===== src/rtl/tdm_pkg.sv =====
// Package: shared types and helpers for the TDM frame sync generator.
// Assumes slot size is coded on 2 bits as multiples of 8 bit times.
package tdm_pkg;

    typedef enum logic [1:0] {
        FSW_BIT  = 2'd0,
        FSW_SLOT = 2'd1,
        FSW_HALF = 2'd2,
        FSW_RSVD = 2'd3
    } fs_width_e;

    // Bits per slot for a size code: (code + 1) * 8.
    function automatic logic [5:0] slot_bits(input logic [1:0] code);
        return {1'b0, ({1'b0, code} + 3'd1), 2'b00} << 1;
    endfunction

endpackage


===== src/rtl/tdm_cfg_hold.sv =====
// Module: tdm_cfg_hold
// Holds the active frame configuration. It reloads the settings from the
// configuration inputs only when load is high, which happens on the edge
// that starts a frame. It also precomputes the last bit index of a slot and
// the half-frame sync length, so the per-bit logic stays shallow.
// Assumes load is high for exactly one edge per frame.
module tdm_cfg_hold
    import tdm_pkg::*;
#(
    parameter int SLOT_W = 4,
    localparam int FBIT_W = SLOT_W + 6
) (
    input  logic              clk,
    input  logic              rst_n,
    input  logic              load,
    input  logic [SLOT_W-1:0] cfg_nslots,
    input  logic [1:0]        cfg_ssize,
    input  logic [1:0]        cfg_fsmode,
    input  logic              cfg_fsinv,
    input  logic              cfg_bdelay,
    output logic [SLOT_W-1:0] act_last_slot,
    output logic [4:0]        act_bits_m1,
    output fs_width_e         act_mode,
    output logic              act_inv,
    output logic              act_bdly,
    output logic [FBIT_W-1:0] act_half
);

    logic [5:0]        new_bits;
    logic [FBIT_W-1:0] new_total;

    // Derive slot length and total frame length from the incoming settings.
    always_comb begin
        new_bits  = slot_bits(cfg_ssize);
        new_total = (FBIT_W'(cfg_nslots) + FBIT_W'(1)) * FBIT_W'(new_bits);
    end

    // Capture the settings at a frame boundary only.
    always_ff @(posedge clk) begin
        if (!rst_n) begin
            act_last_slot <= '0;
            act_bits_m1   <= '0;
            act_mode      <= FSW_BIT;
            act_inv       <= 1'b0;
            act_bdly      <= 1'b0;
            act_half      <= '0;
        end else if (load) begin
            act_last_slot <= cfg_nslots;
            act_bits_m1   <= 5'(new_bits - 6'd1);
            act_mode      <= fs_width_e'(cfg_fsmode);
            act_inv       <= cfg_fsinv;
            act_bdly      <= cfg_bdelay;
            act_half      <= new_total >> 1;
        end
    end

endmodule


===== src/rtl/tdm_frame_cnt.sv =====
// Module: tdm_frame_cnt
// Keeps the bit-in-slot, slot and bit-in-frame counters. It raises load on
// the edge that starts a frame: the first edge after reset, or the edge
// after the last bit of the last slot.
// Assumes act_* hold the settings of the frame that is currently running.
module tdm_frame_cnt #(
    parameter int SLOT_W = 4,
    localparam int FBIT_W = SLOT_W + 6
) (
    input  logic              clk,
    input  logic              rst_n,
    input  logic [SLOT_W-1:0] act_last_slot,
    input  logic [4:0]        act_bits_m1,
    output logic              load,
    output logic              running,
    output logic [4:0]        bit_cnt,
    output logic [SLOT_W-1:0] slot_cnt,
    output logic [FBIT_W-1:0] fbit_cnt
);

    logic slot_end;

    // Detect the last bit of a slot and the end of the frame.
    always_comb begin
        slot_end = (bit_cnt == act_bits_m1);
        load     = !running || (slot_end && (slot_cnt == act_last_slot));
    end

    // Advance the counters by one bit time, or restart them for a new frame.
    always_ff @(posedge clk) begin
        if (!rst_n) begin
            running  <= 1'b0;
            bit_cnt  <= '0;
            slot_cnt <= '0;
            fbit_cnt <= '0;
        end else if (load) begin
            running  <= 1'b1;
            bit_cnt  <= '0;
            slot_cnt <= '0;
            fbit_cnt <= '0;
        end else begin
            fbit_cnt <= fbit_cnt + FBIT_W'(1);
            if (slot_end) begin
                bit_cnt  <= '0;
                slot_cnt <= slot_cnt + SLOT_W'(1);
            end else begin
                bit_cnt  <= bit_cnt + 5'd1;
            end
        end
    end

endmodule


===== src/rtl/tdm_fs_shape.sv =====
// Module: tdm_fs_shape
// Purely combinational. It forms the frame sync level and the slot, frame
// and first-data strobes from the counters and the active settings.
// Assumes the counters are 0 when running is low.
module tdm_fs_shape
    import tdm_pkg::*;
#(
    parameter int SLOT_W = 4,
    localparam int FBIT_W = SLOT_W + 6
) (
    input  logic              running,
    input  logic [4:0]        bit_cnt,
    input  logic [SLOT_W-1:0] slot_cnt,
    input  logic [FBIT_W-1:0] fbit_cnt,
    input  fs_width_e         act_mode,
    input  logic              act_inv,
    input  logic              act_bdly,
    input  logic [FBIT_W-1:0] act_half,
    output logic              fs_o,
    output logic              frame_start,
    output logic              slot_start,
    output logic              data_first
);

    logic fs_active;

    // Choose the frame sync active window from the width mode.
    always_comb begin
        unique case (act_mode)
            FSW_SLOT: fs_active = running && (slot_cnt == '0);
            FSW_HALF: fs_active = running && (fbit_cnt < act_half);
            default:  fs_active = running && (fbit_cnt == '0);
        endcase
    end

    // Apply polarity and derive the timing strobes.
    always_comb begin
        fs_o        = fs_active ^ act_inv;
        frame_start = running && (fbit_cnt == '0);
        slot_start  = running && (bit_cnt == '0);
        data_first  = running && (fbit_cnt == FBIT_W'(act_bdly));
    end

endmodule


===== src/rtl/tdm_fsync_gen.sv =====
// Module: tdm_fsync_gen (top)
// TDM frame timing generator that runs on the serial bit clock. Every
// output changes only after a rising edge, so the serializers can drive
// data on the falling edge and capture it on the rising edge.
// Assumes a synchronous active-low reset in the bit clock domain.
module tdm_fsync_gen
    import tdm_pkg::*;
#(
    parameter int SLOT_W = 4,
    localparam int FBIT_W = SLOT_W + 6
) (
    input  logic              clk,
    input  logic              rst_n,
    input  logic [SLOT_W-1:0] cfg_nslots,
    input  logic [1:0]        cfg_ssize,
    input  logic [1:0]        cfg_fsmode,
    input  logic              cfg_fsinv,
    input  logic              cfg_bdelay,
    output logic              fs_o,
    output logic [SLOT_W-1:0] slot_idx,
    output logic [4:0]        bit_pos,
    output logic              frame_start,
    output logic              slot_start,
    output logic              data_first
);

    logic              load;
    logic              running;
    logic [SLOT_W-1:0] act_last_slot;
    logic [4:0]        act_bits_m1;
    fs_width_e         act_mode;
    logic              act_inv;
    logic              act_bdly;
    logic [FBIT_W-1:0] act_half;
    logic [FBIT_W-1:0] fbit_cnt;

    tdm_cfg_hold #(.SLOT_W(SLOT_W)) u_cfg (
        .clk(clk), .rst_n(rst_n), .load(load),
        .cfg_nslots(cfg_nslots), .cfg_ssize(cfg_ssize),
        .cfg_fsmode(cfg_fsmode), .cfg_fsinv(cfg_fsinv),
        .cfg_bdelay(cfg_bdelay),
        .act_last_slot(act_last_slot), .act_bits_m1(act_bits_m1),
        .act_mode(act_mode), .act_inv(act_inv),
        .act_bdly(act_bdly), .act_half(act_half)
    );

    tdm_frame_cnt #(.SLOT_W(SLOT_W)) u_cnt (
        .clk(clk), .rst_n(rst_n),
        .act_last_slot(act_last_slot), .act_bits_m1(act_bits_m1),
        .load(load), .running(running),
        .bit_cnt(bit_pos), .slot_cnt(slot_idx), .fbit_cnt(fbit_cnt)
    );

    tdm_fs_shape #(.SLOT_W(SLOT_W)) u_fs (
        .running(running), .bit_cnt(bit_pos), .slot_cnt(slot_idx),
        .fbit_cnt(fbit_cnt), .act_mode(act_mode), .act_inv(act_inv),
        .act_bdly(act_bdly), .act_half(act_half),
        .fs_o(fs_o), .frame_start(frame_start),
        .slot_start(slot_start), .data_first(data_first)
    );

endmodule


===== config.mk =====
export PLATFORM = sky130hd
export DESIGN_NAME = tdm_fsync_gen
export DESIGN_NICKNAME = d
export VERILOG_FILES = /design/src/rtl/tdm_pkg.sv /design/src/rtl/tdm_cfg_hold.sv /design/src/rtl/tdm_frame_cnt.sv /design/src/rtl/tdm_fs_shape.sv /design/src/rtl/tdm_fsync_gen.sv
export SDC_FILE = /design/constraint.sdc
export NUM_CORES = 1
export LEC_CHECK = 0
export BUFFER_PORTS_ARGS = -buffer_cell sky130_fd_sc_hd__buf_2
export CAP_MARGIN = 0
export CORE_UTILIZATION = 36
export DETAILED_ROUTE_END_ITERATION = 12
export HOLD_SLACK_MARGIN = 0.08
export SYNTH_ARGS = -nofsm -noshare
export SYNTH_HDL_FRONTEND = slang
export SYNTH_HIERARCHICAL = 1
export SYNTH_SLANG_ARGS = --single-unit

===== constraint.sdc =====
create_clock -name clk -period 2.9 [get_ports clk]
set_input_delay 0.435 -clock clk [delete_from_list [all_inputs] [get_ports clk]]
set_output_delay 0.435 -clock clk [all_outputs]
set_load 0.03 [all_outputs]

==> flow_summary.ini <==
[status]
outcome = complete, no violations

[grt]
grt_overflow = 0
top_usage_layer = met2
antenna_found_initial = 0
grt_pass1_vias = 1792
grt_max_degree = 24
grt_pass1_wl_mm = 8.05
grt_use_met1_pct = 17.4
use_met2_pct = 24.3
grt_usage_pct = 14.2
grt_use_met3_pct = 3.08

[synthesis]
synthFlopType = dfxtp_1
synth_top_area_share_pct = 32.1
ys_ff_latch = 38
synthArstFlopShare_pct = 0
yosys_warnings = 6
synth_top_cells_by_area = dfxtp_1, ha_1, xnor2_1
synth_top_area_cell = dfxtp_1
netlist_instances = 269
postSynthAreaPerCell_sq_um = 8.81
ys_types = 42
syn-cell-area_sq_mm = 0.00237
synth_edf_count = 0
seq_area_frac_synth_pct = 32.1

[worst_setup_path]
worst_setup_path_start_kind = register
crit_chain = ha_1 -> nand4_1 -> o221a_1 -> or4b_1 -> nand4_1 -> buf_2
cpPeakStageDelay_ps = 520
cp.required_ps = 2470
crit_family = simple AND/OR/NAND/NOR gates
worstPathArrival_ps = 2180
r2r_setup_slack_ps = 780
path_class = reg2out
crit_path_frequent_cell = nand4_1
reg2regPathDepth = 6
end_kind = output port
cp_max_fo = 6
reg2reg_to = u_cfg/act_last_slot[0]
crit_path_top_delay_cell = or4b_1
path_buf_inv = 1
r2r-start = u_cnt/bit_cnt[2]

[route]
avgViaCountPerCell = 4.93
drcViolationCount = 0
drt-initial-drc-count = 66
routed-via-count = 1844
avgRoutedWirePerCell_microns = 12.0
wl_mm = 4.50
first_pass_iters = 4
ant_nets = 0

[hold_path]
hp-class = in2reg
hp-start = cfg_bdelay
min_to = u_cfg/act_bdly
holdPathStages = 3

[sta]
worst_pin_slew_ps = 558
rsz0062_at_grt = false
hold_violations = 0
tns_ps = 0
skew_ps = 2.76
post-route-period-util_pct = 90.3
finalSetupViolCount = 0
fin_crit_ps = 2620
drv_slew = 0
relSlewSlack_pct = 62.8
fmax_mhz = 382

[final_layout]
drive_above_1_share_pct = 15.5
areaGrowthSynthToFinish_pct = 15.7
fill_cells = 626
num-nets-final = 333
diodes = 0

[die]
die_x_microns = 83.1
dieArea_sq_mm = 0.00691
core_area_sq_mm = 0.00635
start_util_pct = 37.3
ios = 25
die_y_microns = 83.1
std_cell_rows = 29

[power]
ir_worst_vdd_v = 0.000240
power_density_mw_per_mm2 = 515
p_total_mw = 1.41
p_leak_nw = 1.16

[clocking]
post-cts-setup-buffer-count = 0
postCtsHoldBufs = 0
post_cts_resized = 0
cts.sinks = 38
h-tree-depth = 2
clock-root-buffer = clkbuf_8
clock_path_buffers = 2
clk_latency_ps = 290
cts.clk_slew.worst_paths_ps = 80
cts_buffers = 5
cts_tree = done

[job]
cap_violations = 0

[place]
hpwl_mm = 3.42
place.gp.congestion = 0.792
portBuffers = 24
## Yosys cell counts, types with 3 or more instances
library cell  count
dfxtp_1          38
nor2_1           26
inv_1            22
ha_1             21
xnor2_1          20
nor2b_1          19
mux2i_1          13
a21oi_1          12
nand2_1          11
nand3_1          10
nand4_1           8
xor2_1            7
buf_4             6
o21ai_0           6
buf_2             4
clkbuf_1          4
fa_1              4
nor3_1            4
nor4_1            3
o31ai_1           3
## cells by family after synthesis
group                    Yosys count  synth area share [%]
AO/OA/AOI/OAI                     30                  8.29
XOR/XNOR                          27                  9.98
adder cells (fa/ha/maj)           25                  14.5
buffers and inverters             36                  6.86
flip-flops                        38                  32.1
multiplexers                      13                  5.49
other                              1                 0.158
AND/OR/NAND/NOR                   99                  22.7
## registers in the layout, indices dropped and copies added (netlist names)
register and count:
u_cfg/act_half 7, u_cfg/act_last_slot 4, u_cfg/act_mode 2, u_cfg/act_bdly 1, u_cfg/act_bits_m1 3, u_cnt/fbit_cnt 10, u_cnt/running 1, u_cfg/act_inv 1
u_cnt/bit_cnt 5, u_cnt/slot_cnt 4
## per-stage QoR
stage	area, sq um	std cells	hold slack [ps]	utilization [%]	setup WS [ps]
finish	2740	374	405	43.2	280
detailed placement	2600	366	480	40.9	40.8
CTS	2740	374	399	43.2	259
global route	2740	374	415	43.2	155
floorplan	2380	271	454	-	201
global placement	2600	366	468	40.9	77.5
## per-layer routing
metal	vias to the layer above	wire length (microns)
li1	962	-
met1	853	2130
met2	23	2180
met3	6	114
met4	0	78
met5	-	0
## worst reg2reg max path, stage by stage (launching register included)
cell and delay [ps]:
dfxtp_1 450, xnor2_1 150, nand3_1 350, o31ai_4 570, buf_12 230, mux2i_1 210, nor2b_1 60
## layout make-up
cell class / count / area [sq um] / area share (%)
well taps: 77 / 96.3 / 3.51
clock inverters: 2 / 60.1 / 2.19
multi-input cells: 197 / 1470 / 53.5
inverters: 22 / 82.6 / 3.01
repair buffers: 32 / 193 / 7.03
clock buffers: 6 / 82.6 / 3.01
flip-flops and latches: 38 / 761 / 27.7
## cells in the final DEF, fill, tap and decap left out, drive strengths merged, types with 2 or more instances in the layout
cell     n
dfxtp   38
buf     32
nor2    26
inv     22
ha      21
xnor2   20
nor2b   19
mux2i   13
a21oi   12
nand2   11
nand3   10
nand4    8
xor2     7
clkbuf   6
o21ai    6
fa       4
nor3     4
conb     3
nor4     3
o31ai    3
bufinv   2
nand2b   2
nand3b   2
o211ai   2
o211a    2
or4      2
or3      2
or4b     2
## how the worst max path moves through the flow
stage | start | endpoint | depth (start not counted)
global placement | cfg_nslots[0] | u_cfg/act_half[8] | 11
detailed placement | cfg_nslots[0] | u_cfg/act_half[8] | 11
global route | u_cnt/fbit_cnt[5] | fs_o | 6
floorplan | cfg_ssize[0] | u_cfg/act_half[8] | 10
finish | u_cnt/fbit_cnt[5] | fs_o | 6
CTS | u_cnt/fbit_cnt[5] | fs_o | 6
## power breakdown
group / switching (mW) / leakage (nW) / total [mW] / internal, mW
Clock: 0.193 / 0.0714 / 0.560 / 0.367
Sequential: 0.0252 / 0.311 / 0.574 / 0.549
Combinational: 0.155 / 0.777 / 0.277 / 0.122
No activity file was read; power rests on OpenSTA's default activity.
